`config.mk`:
```
export PLATFORM = sky130hd
export DESIGN_NAME = regwr_guard
export DESIGN_NICKNAME = d
export VERILOG_FILES = /design/src/rtl/wp_gate_pkg.sv /design/src/rtl/wp_rst_sync.sv /design/src/rtl/wp_addr_decode.sv /design/src/rtl/wp_key_seq.sv /design/src/rtl/regwr_guard.sv
export SDC_FILE = /design/constraint.sdc
export NUM_CORES = 1
export LEC_CHECK = 0
export ABC_CLOCK_PERIOD_IN_PS = 2100
export BUFFER_PORTS_ARGS = -buffer_cell sky130_fd_sc_hd__buf_2
export CAP_MARGIN = 20
export CORE_AREA = 10 10 47 49
export CTS_CLUSTER_SIZE = 40
export DETAILED_ROUTE_END_ITERATION = 10
export DIE_AREA = 0 0 57 59
export GPL_TIMING_DRIVEN = 0
export PLACE_DENSITY = 0.71
export SETUP_SLACK_MARGIN = 0.1
export SYNTH_ARGS = -nofsm -noshare
export SYNTH_HDL_FRONTEND = slang
export SYNTH_SLANG_ARGS = --single-unit
```
`constraint.sdc`:
```
create_clock -name clk -period 2.1 [get_ports clk]
set_clock_uncertainty 0.15 [all_clocks]
set_input_delay 0.63 -clock clk [delete_from_list [all_inputs] [get_ports clk]]
set_output_delay 0.63 -clock clk [all_outputs]
set_load 0.05 [all_outputs]
```
`src/rtl/wp_gate_pkg.sv`:
```
`timescale 1ns/1ps
package wp_gate_pkg;

  typedef enum logic [1:0] {
    GATE_LOCKED = 2'd0,
    GATE_ARMED  = 2'd1,
    GATE_OPEN   = 2'd2
  } gate_state_e;

  localparam int unsigned DEF_ADDR_W = 8;
  localparam int unsigned DEF_DATA_W = 32;
  localparam int unsigned DEF_KEY_W  = 8;

endpackage

```
`src/rtl/wp_rst_sync.sv`:
```
`timescale 1ns/1ps
module wp_rst_sync #(
  parameter int unsigned STAGES = 2
) (
  input  logic clk,
  input  logic rst_in_n,
  output logic rst_out_n
);

  logic [STAGES-1:0] sync_q;

  always_ff @(posedge clk or negedge rst_in_n) begin
    if (!rst_in_n) sync_q <= '0;
    else           sync_q <= {sync_q[STAGES-2:0], 1'b1};
  end

  assign rst_out_n = sync_q[STAGES-1];

endmodule

```
`src/rtl/wp_addr_decode.sv`:
```
`timescale 1ns/1ps
module wp_addr_decode #(
  parameter int unsigned ADDR_W   = 8,
  parameter int unsigned NUM_PROT = 5,
  parameter logic [NUM_PROT-1:0][ADDR_W-1:0] PROT_OFS = '0,
  parameter logic [ADDR_W-1:0] KEY_OFS = '0
) (
  input  logic [ADDR_W-1:0] addr,
  output logic              hit_prot,
  output logic              hit_key
);

  logic [NUM_PROT-1:0] match;

  // one comparator per guarded offset
  for (genvar g = 0; g < NUM_PROT; g++) begin : g_cmp
    assign match[g] = (addr == PROT_OFS[g]);
  end

  assign hit_prot = |match;
  assign hit_key  = (addr == KEY_OFS);

endmodule

```
`src/rtl/wp_key_seq.sv`:
```
`timescale 1ns/1ps
module wp_key_seq
  import wp_gate_pkg::*;
#(
  parameter int unsigned KEY_W = 8,
  parameter logic [KEY_W-1:0] KEY_FIRST  = 8'hCA,
  parameter logic [KEY_W-1:0] KEY_SECOND = 8'h53
) (
  input  logic             clk,
  input  logic             rst_n,
  input  logic             key_wr,
  input  logic [KEY_W-1:0] key_byte,
  output logic             open
);

  gate_state_e state_q, state_d;
  logic        state_en;

  // state only moves on a key-register write
  assign state_en = key_wr;

  always_comb begin
    state_d = GATE_LOCKED;
    unique case (state_q)
      GATE_LOCKED: state_d = (key_byte == KEY_FIRST)  ? GATE_ARMED : GATE_LOCKED;
      GATE_ARMED:  state_d = (key_byte == KEY_SECOND) ? GATE_OPEN  : GATE_LOCKED;
      GATE_OPEN:   state_d = (key_byte == KEY_FIRST)  ? GATE_ARMED : GATE_LOCKED;
      default:     state_d = GATE_LOCKED;
    endcase
  end

  always_ff @(posedge clk or negedge rst_n) begin
    if (!rst_n)        state_q <= GATE_LOCKED;
    else if (state_en) state_q <= state_d;
  end

  assign open = (state_q == GATE_OPEN);

endmodule

```
`src/rtl/regwr_guard.sv`:
```
`timescale 1ns/1ps
module regwr_guard
  import wp_gate_pkg::*;
#(
  parameter int unsigned ADDR_W   = DEF_ADDR_W,
  parameter int unsigned DATA_W   = DEF_DATA_W,
  parameter int unsigned KEY_W    = DEF_KEY_W,
  parameter int unsigned NUM_PROT = 5,
  parameter logic [NUM_PROT-1:0][ADDR_W-1:0] PROT_OFS =
    {8'h18, 8'h10, 8'h0C, 8'h04, 8'h00},
  parameter logic [ADDR_W-1:0] KEY_OFS    = 8'h24,
  parameter logic [KEY_W-1:0]  KEY_FIRST  = 8'hCA,
  parameter logic [KEY_W-1:0]  KEY_SECOND = 8'h53
) (
  input  logic              clk,
  input  logic              rst_n,
  input  logic              wr_en,
  input  logic [ADDR_W-1:0] wr_addr,
  input  logic [DATA_W-1:0] wr_data,
  output logic              wr_allow,
  output logic              unlocked
);

  localparam int unsigned HI_W = DATA_W - KEY_W;

  logic rst_core_n;
  logic hit_prot;
  logic hit_key;
  logic key_wr;
  logic [HI_W-1:0] unused_hi;

  assign unused_hi = wr_data[DATA_W-1:KEY_W];

  wp_rst_sync #(.STAGES(2)) u_rst (
    .clk       (clk),
    .rst_in_n  (rst_n),
    .rst_out_n (rst_core_n)
  );

  wp_addr_decode #(
    .ADDR_W   (ADDR_W),
    .NUM_PROT (NUM_PROT),
    .PROT_OFS (PROT_OFS),
    .KEY_OFS  (KEY_OFS)
  ) u_dec (
    .addr     (wr_addr),
    .hit_prot (hit_prot),
    .hit_key  (hit_key)
  );

  assign key_wr = wr_en & hit_key;

  wp_key_seq #(
    .KEY_W      (KEY_W),
    .KEY_FIRST  (KEY_FIRST),
    .KEY_SECOND (KEY_SECOND)
  ) u_seq (
    .clk      (clk),
    .rst_n    (rst_core_n),
    .key_wr   (key_wr),
    .key_byte (wr_data[KEY_W-1:0]),
    .open     (unlocked)
  );

  // qualified strobe: key writes are consumed, guarded writes need the open gate
  assign wr_allow = wr_en & ~hit_key & (~hit_prot | unlocked);

endmodule

```
==> impl_results.md, run 1 <==
- Synth Area in Simple Gates: 39.4%
- Vias per cell: 4.37
- Area Overhead vs Synth: 80.3%
- Syn_nets: 65
- Peak Freq: 388 MHz
- Xor/xnor share of the synthesized area: 3.45%
- Post-Syn Instances: 22
- Pin count of the biggest net entering global routing: 5
- DRT iter0 DRCs: 4
- Syn avg cell area: 11.5 sq um
- Via Count: 271
- Clk buf depth: 2
- Tot Pwr: 222 uW
- Hold WS: 21.1 ps
- RePlAce Congestion: between 0.7 and 0.8
- Post-synth EDFFs: 0
- Ant. Diodes: 0
- Core Rows: 14
- Cell Count, Final, Fillers Out: 62
- CP Max Fanout: 3
- Final setup viols: 1
- Post-synthesis cell type count: 17
- Post-Route WL: about 750 um
- Register area: 100 sq um
- Starting Density: 18.1%
- Failing checks: negative setup slack
- Seq/Total Area, Yosys: between 30% and 40%
- Drt pass-1 iters: 4
- Layout Nets: 91
- Footprint of the multi-input gates: ~190 sq um
- Tcrit/Tclk final: 123%
- Buffers on Ports: 20
- Util after Layout: roughly 33%
- Largest family of logic cells by synthesized area: simple AND/OR/NAND/NOR gates
- Leading cell types by total area after synthesis: dfrtp_1 (39%), mux2_2 (8.9%), nor4_4 (8.4%)
- Final setup margin: -476 ps
- Critical path endpoint category: output pin
- Class of the worst hold path: input pin to asynchronous set/reset pin
- H-tree Lvls: 1
- Cell Area, Synth: 254 sq um
- Most numerous cell in the Yosys netlist: dfrtp_1
- Clock net sink count: 4
- Die area: 0.00336 sq mm
- Commonest non-fill, non-tap cell in the layout: buf_2
- Synth Area in Adders: 0%
- Lkg Pwr: 0.203 nW
- GR Util All Layers: under 10%
- Top_reg_cell synth: dfrtp_1
- Final Slew Violations: 0
- Max VDD drop: 0.000323 V
- Multiplexer share of the synthesized area: 8.87%
- Pwr dens: 484 mW/mm^2
- WL per Instance: roughly 12 um
- Async SR Flop Fraction: 100%
- Final hold violations: 0
- Vias in the first global route: 298
- Fraction of layout cells with a size suffix above 1: 67.4%
- Top cell type by total area after synthesis: dfrtp_1
- Status: finished with violations
- Commonest cells post-synth: dfrtp_1 (4), mux2_2 (2), nor4_1 (2)
- Synth top area share: between 30% and 40%
- I/O pin count: 45
- Placed cells: 58
- Most frequent cells in the layout: buf_2 (18), dfrtp_1 (4), clkbuf_4 (3), nor4_4 (2), buf_6 (2)
- Setup TNS: -476 ps
- Tmin final: 2580 ps
- WP data required: roughly 1300 ps
- Fill cells: 159
- Maxcap violations: 0
- CP Data Arrival Time: about 1800 ps
- Die W: between 50 and 60 um
- CP Class: input pin to output pin
- Setup bufs post-CTS: 0
- Gr ovfl total: 0
- Clk slew on worst S/H paths: 40 ps
- Drt drc: 0
- Startpoint types: input pin
- Root Buffer: clkbuf_4
- Antenna-violating nets left: 0
- First-pass GRT wire length: 1190 um
- RSZ-0062 raised after global routing: true
- Initial antenna violation count: 0
- Clock buffer count from CTS: 3
- Yosys warns: 0
- Core ar.: 0.00140 sq mm
- DP HPWL: 667 um
- CTS tree: yes
- Overall die height: about 59 um
- Yosys reg bits: 4
- Compound-Gate Fraction of Synth Area: 5.91%
- Clock latency on the worst-skew pair: 240 ps
## cells by family after synthesis
group	count (synthesis)
compound gates	2
xor+xnor	1
buf+inv	1
flops	4
mux	2
other cells	1
simple gates	11
## sequential cells by signal, summed over array words and instances, names as in the netlist
signal	flops
u_rst.sync_q	2
u_seq.state_q	2
## layer usage
layer / GRT usage, % / vias up / share of wire [%]
li1: - / 132 / -
met1: 4.69 / 121 / 49
met2: 6.51 / 18 / 44
met3: 3.43 / 0 / 7.4
met4: 3.02 / 0 / 0
met5: 0 / - / 0
## where the power goes
group	internal [mW]	leakage, nW	switching, mW
Clock	0.0640	0.0138	0.0330
Combinational	0.0240	0.138	0.0209
Sequential	0.0794	0.0513	0.000396
## what timing repair did
item / in CTS / in global routing
gates resized for setup: 3 / 0
hold endpoints to repair: 2 / 0
hold buffers: 1 / 0
setup endpoints to repair: 1 / 1
## cell type report
cell class | instances | share of cell area [%]
clock buffer | 3 | 4.92
sequential | 4 | 21.9
multi-input combinational | 17 | 41.3
tap | 16 | 4.37
timing repair buffer | 21 | 26.8
inverter | 1 | 0.820
## path summary, 6_finish.rpt
| kind | from | end | slack, ps | depth (start not counted) |
|---|---|---|---|---|
| max | wr_addr[1] | wr_allow | -480 | 5 |
| min | rst_n | u_rst.sync_q[1] | 20 | 1 |
| max reg2reg | u_seq.state_q[0] | u_seq.state_q[0] | 520 | 3 |
| min reg2reg | u_rst.sync_q[0] | u_rst.sync_q[1] | 200 | 0 |
| max in group asynchronous | u_rst.sync_q[1] | u_seq.state_q[1] | 1280 | 1 |
| min in group clk | u_rst.sync_q[0] | u_rst.sync_q[1] | 200 | 0 |
## worst max-delay path, cell delays in order
cell and delay [ps]:
buf_6 90, or4_4 570, nor4_4 280, a211oi_4 60
buf_6 170
## through the flow
| step | setup slack, ps | area (sq um) |
|---|---|---|
| after floorplan | -270 | 293 |
| after global placement | -534 | 413 |
| after detailed placement | -542 | 413 |
| after CTS | -484 | 458 |
| after global routing | -510 | 458 |
| final | -476 | 458 |
Power figures use the tool's default switching activity.
==> inputs of run 2 (changes only) <==
- ABC_CLOCK_PERIOD_IN_PS: 2100 -> 2800
- PLACE_DENSITY: 0.71 -> 0.69
- clock period: 2.1 -> 2.8 ns (I/O delays scaled with it)
==> impl_results.md, run 2 (synthesized netlist as in run 1, its figures left out) <==
- CP dominant cell by count: buf_6 (unchanged)
- First-pass GRT wire length: 1370 um (was 1190 um)
- Vias in the first global route: 322 (was 298)
- Antenna-violating nets left: 0 (unchanged)
- RePlAce Congestion: 0.653 (was 0.731)
- Final setup viols: 1 (unchanged)
- Ant. Diodes: 0 (unchanged)
- Failing checks: negative setup slack (unchanged)
- Clock net sink count: 4 (unchanged)
- Area Overhead vs Synth: 76.8% (was 80.3%)
- Die area: 0.00336 sq mm (unchanged)
- FF-to-FF path depth: 3 (unchanged)
- Core Rows: 14 (unchanged)
- I/O pin count: 45 (unchanged)
- Starting Density: 18.1% (unchanged)
- Design Area, Final: 449 sq um (was 458 sq um)
- Die W: 57 um (unchanged)
- Root Buffer: clkbuf_4 (unchanged)
- Core ar.: 0.00140 sq mm (unchanged)
- Ordered list of cells on the worst path: buf_6, or4_4, nor4_4, a211oi_4, buf_6 (unchanged)
- Biggest regs: u_rst.sync_q x2, u_seq.state_q x2 (unchanged)
- Crit path from: wr_addr[1] (unchanged)
- Crit path to: wr_allow (unchanged)
- Final setup margin: -196 ps (was -476 ps)
- RR Startpoint: u_seq.state_q[0] (unchanged)
- R2r setup slk: 1260 ps (was 520 ps)
- Startpoint types: input pin (unchanged)
- Commonest non-fill, non-tap cell in the layout: buf_2 (unchanged)
- Post-Route WL: 788 um (was 752 um)
- Maxcap violations: 0 (unchanged)
- Tmin final: 3000 ps
- Clk slew on worst S/H paths: 40 ps (about the same)
- DP HPWL: 694 um (was 667 um)
- CP Class: input pin to output pin (unchanged)
- Most frequent cells in the layout: buf_2 (18), dfrtp_1 (4), clkbuf_4 (3) (was buf_2 (18), dfrtp_1 (4), clkbuf_4 (3), nor4_4 (2), buf_6 (2))
- Clock latency on the worst-skew pair: 230 ps (was 240 ps)
- Layout Nets: 91 (unchanged)
- Peak Freq: 334 MHz
- Drt drc: 0 (unchanged)
- Critical path endpoint category: output pin (unchanged)
- RSZ-0062 raised after global routing: true (unchanged)
- CP Data Arrival Time: 2010 ps (was 1800 ps)
- GR Util All Layers: 5.16% (was 4.60%)
- Pwr dens: 368 mW/mm^2 (was 484 mW/mm^2)
- Final hold violations: 0 (unchanged)
- Class of the worst hold path: flip-flop to flip-flop (was input pin to asynchronous set/reset pin)
- DP Worst Slack: -257 ps (was -542 ps)
- Overall die height: 59 um (unchanged)
- Initial antenna violation count: 0 (unchanged)
- Max VDD drop: 0.000222 V (was 0.000323 V)
- CP max stage delay: 570 ps (about the same)
- WP data required: 1810 ps (was 1320 ps)
- Vias per cell: 4.35 (was 4.37)
- Drt pass-1 iters: 3 (was 4)
- DRT iter0 DRCs: 4 (unchanged)
- Status: finished with violations (unchanged)
- H-tree Lvls: 1 (unchanged)
- Tcrit/Tclk final: 107%
- Via Count: 270 (was 271)
- Placed cell area: 404 sq um (was 413 sq um)
- Tot Pwr: 165 uW (was 222 uW)
- Clk buf depth: 2 (unchanged)
- WL per Instance: 12.7 um (was 12.1 um)
- Slowest CP cell: or4_4 (unchanged)
- Clock buffer count from CTS: 3 (unchanged)
- Buffers on Ports: 20 (unchanged)
- Final Slew Violations: 0 (unchanged)
- Pin count of the biggest net entering global routing: 5 (unchanged)
- CP Max Fanout: 3 (unchanged)
- Fraction of layout cells with a size suffix above 1: 67.4% (unchanged)
- Gr ovfl total: 0 (unchanged)
- Reg2Reg Capture Point: u_seq.state_q[0] (unchanged)
- CTS tree: yes (unchanged)
- Lkg Pwr: 0.202 nW (was 0.203 nW)
- Fill cells: 160 (was 159)
## run 2: changes by cell type in the layout (fill, tap and decap cells not counted)
cell,change
nor2b_4,-1
mux2_2,+1
nor2b_2,+1
mux2_4,-1
## run 2: cell type report
cell class | count | area (sq um) | share of cell area (%)
Inverter | 1 | 3.75 | 0.836
Clock buffer | 3 | 22.5 | 5.01
Timing Repair Buffer | 21 | 123 | 27.3
Multi-Input combinational cell | 17 | 180 | 40.1
Tap cell | 16 | 20.0 | 4.46
Sequential cell | 4 | 100 | 22.3
## run 2: timing repair
action / CTS / global route
hold buffers: 1 / 0
setup buffers: 0 / 0
hold endpoints to repair: 2 / 0
resized for setup: 3 / 0
endpoints found under the setup margin: 1 / 1
## run 2: critical path: cells and delay by family
kind / cells / cell delay [ps]
buffers and inverters: 2 / 260
AND/OR/NAND/NOR: 2 / 850
AO/OA/AOI/OAI: 1 / 50
## run 2: where the power goes
part / leakage (nW) / internal (mW) / total (mW) / switching [mW]
Sequential: 0.0513 / 0.0596 / 0.0599 / 0.000325
Clock: 0.0138 / 0.0480 / 0.0715 / 0.0235
Combinational: 0.137 / 0.0180 / 0.0338 / 0.0158
Total: 0.202 / 0.126 / 0.165 / 0.0396
## run 2: worst min path at each step
stage,from,endpoint,slack [ps],cells after the start
finish,u_rst.sync_q[0],u_rst.sync_q[1],210,0
global route,u_rst.sync_q[0],u_rst.sync_q[1],210,0
CTS,u_rst.sync_q[0],u_rst.sync_q[1],210,0
detailed placement,u_rst.sync_q[1],u_seq.state_q[0],-120,0
global placement,u_rst.sync_q[1],u_seq.state_q[0],-140,0
floorplan,u_rst.sync_q[1],u_seq.state_q[0],-140,0
## run 2: through the flow
step | util (%) | hold slack [ps] | instances | setup TNS, ps
2_1_floorplan | - | -139 | 22 | 0
3_3_place_gp | 28.8 | -136 | 58 | -256
3_5_place_dp | 28.8 | -125 | 58 | -257
4_1_cts | 32.1 | 210 | 62 | -200
5_1_grt | 32.1 | 212 | 62 | -225
6_report | 32.1 | 205 | 62 | -196
## run 2: layer usage
metal,wire length (um),up-vias,track usage (%)
met2,371,15,7.60
met3,49,0,2.36
li1,-,133,-
met1,367,122,5.62
met5,0,-,0
met4,0,0,4.03
==> inputs of run 3 (changes only) <==
- RECOVER_POWER: unset -> 25
==> impl_results.md, run 3 (synthesized netlist as in run 1, its figures left out) <==
- Cell Count, Final, Fillers Out: 62 (unchanged)
- Tmin final: 3000 ps (unchanged)
- Final Slew Violations: 0 (unchanged)
- Max VDD drop: 0.000222 V (about the same)
- Initial antenna violation count: 0 (unchanged)
- RSZ-0062 raised after global routing: true (unchanged)
- RePlAce Congestion: 0.653 (unchanged)
- Area Overhead vs Synth: 76.4% (was 76.8%)
- Starting Density: 18.1% (unchanged)
- Clock latency on the worst-skew pair: 230 ps (about the same)
- Drt drc: 0 (unchanged)
- Setup TNS: -196 ps (unchanged)
- Final setup margin: -196 ps (unchanged)
- First-pass GRT wire length: 1370 um (unchanged)
- Placed cell area: 404 sq um (unchanged)
- Die area: 0.00336 sq mm (unchanged)
- Core ar.: 0.00140 sq mm (unchanged)
- RR Startpoint: u_seq.state_q[0] (unchanged)
- Antenna-violating nets left: 0 (unchanged)
- Hold Startpoint: u_rst.sync_q[0] (unchanged)
- CP Max Fanout: 3 (unchanged)
- Core Rows: 14 (unchanged)
- Status: finished with violations (unchanged)
- DRT iter0 DRCs: 4 (unchanged)
- Pin count of the biggest net entering global routing: 5 (unchanged)
- Drt pass-1 iters: 3 (unchanged)
- Root Buffer: clkbuf_4 (unchanged)
- Overall die height: 59 um (unchanged)
- Fill cells: 161 (was 160)
- Hold WS: 205 ps (unchanged)
- Clock net sink count: 4 (unchanged)
- Failing checks: negative setup slack (unchanged)
- Via Count: 270 (unchanged)
- Biggest regs: u_rst.sync_q x2, u_seq.state_q x2 (unchanged)
- CP Data Arrival Time: 2010 ps (about the same)
- Clk slew on worst S/H paths: 40 ps (about the same)
- Layout Nets: 91 (unchanged)
- Crit path from: wr_addr[1] (unchanged)
- Post-Route WL: 790 um (was 788 um)
- Buffers on Ports: 20 (unchanged)
- DP HPWL: 694 um (unchanged)
- GR Util All Layers: 5.16% (unchanged)
- Design Area, Final: 448 sq um (was 449 sq um)
- Pwr dens: 368 mW/mm^2 (about the same)
- H-tree Lvls: 1 (unchanged)
- Clk buf depth: 2 (unchanged)
- Die W: 57 um (unchanged)
- Lkg Pwr: 0.199 nW (was 0.202 nW)
- WP data required: 1810 ps (about the same)
- Peak Freq: 334 MHz (unchanged)
- Setup bufs post-CTS: 0 (unchanged)
- Most frequent cells in the layout: buf_2 (17), dfrtp_1 (4), clkbuf_4 (3) (was buf_2 (18), dfrtp_1 (4), clkbuf_4 (3))
- Tcrit/Tclk final: 107% (unchanged)
- Clock buffer count from CTS: 3 (unchanged)
- Placed cells: 58 (unchanged)
- Gr ovfl total: 0 (unchanged)
- Vias in the first global route: 322 (unchanged)
- Final hold violations: 0 (unchanged)
- Maxcap violations: 0 (unchanged)
- Commonest non-fill, non-tap cell in the layout: buf_2 (unchanged)
- CP Class: input pin to output pin (unchanged)
- I/O pin count: 45 (unchanged)
- Ant. Diodes: 0 (unchanged)
- Startpoint types: input pin (unchanged)
- DP Worst Slack: -257 ps (unchanged)
- CTS tree: yes (unchanged)
- Critical path endpoint category: output pin (unchanged)
- Vias per cell: 4.35 (unchanged)
- Final setup viols: 1 (unchanged)
- Fraction of layout cells with a size suffix above 1: 65.2% (was 67.4%)
- WL per Instance: 12.7 um (about the same)
- Class of the worst hold path: flip-flop to flip-flop (unchanged)
## run 3: power breakdown
group / switching (mW) / total [mW] / internal (mW)
Combinational: 0.0158 / 0.0336 / 0.0178
Clock: 0.0235 / 0.0715 / 0.0480
Sequential: 0.000325 / 0.0599 / 0.0596
Total: 0.0396 / 0.165 / 0.125
## run 3: cell type report
cell class / instances / area [sq um] / share of cell area (%)
sequential: 4 / 100 / 22.3
multi-input combinational: 17 / 180 / 40.2
clock buffer: 3 / 22.5 / 5.03
tap: 16 / 20.0 / 4.47
timing repair buffer: 21 / 121 / 27.1
inverter: 1 / 3.75 / 0.838
## run 3: per-stage QoR
stage / power, mW / utilization [%]
final: 0.165 / 32.0
after global routing: 0.178 / 32.0
after CTS: 0.172 / 32.1
after detailed placement: 0.0917 / 28.8
after global placement: 0.0907 / 28.8
after floorplan: 0.0750 / -
## run 3: critical path, cell delays in order
cell and delay [ps]:
buf_6 90, or4_4 570, nor4_4 280, a211oi_4 50, buf_6 170
## run 3: what timing repair did
| action | in CTS | in global routing |
|---|---|---|
| hold endpoints to repair | 2 | 0 |
| pin swaps | 0 | 0 |
| hold buffers | 1 | 0 |
| cloned | 0 | 0 |
| setup endpoints to repair | 1 | 1 |
| gates resized for setup | 3 | 0 |
## run 3: path summary, 6_finish.rpt
path,to,cells after the start,slack (ps)
worst max-delay path,wr_allow,5,-200
worst min-delay path,u_rst.sync_q[1],0,210
worst max register to register,u_seq.state_q[0],3,1260
worst min register to register,u_rst.sync_q[1],0,210
max in group asynchronous,u_seq.state_q[0],1,1980
min in group asynchronous,u_rst.sync_q[0],1,230
## run 3: metal layers
metal	wire [um]	vias up	global-route usage (%)
li1	-	133	-
met1	368	122	5.62
met2	371	15	7.60
met3	49	0	2.36
met4	0	0	4.03
met5	0	-	0
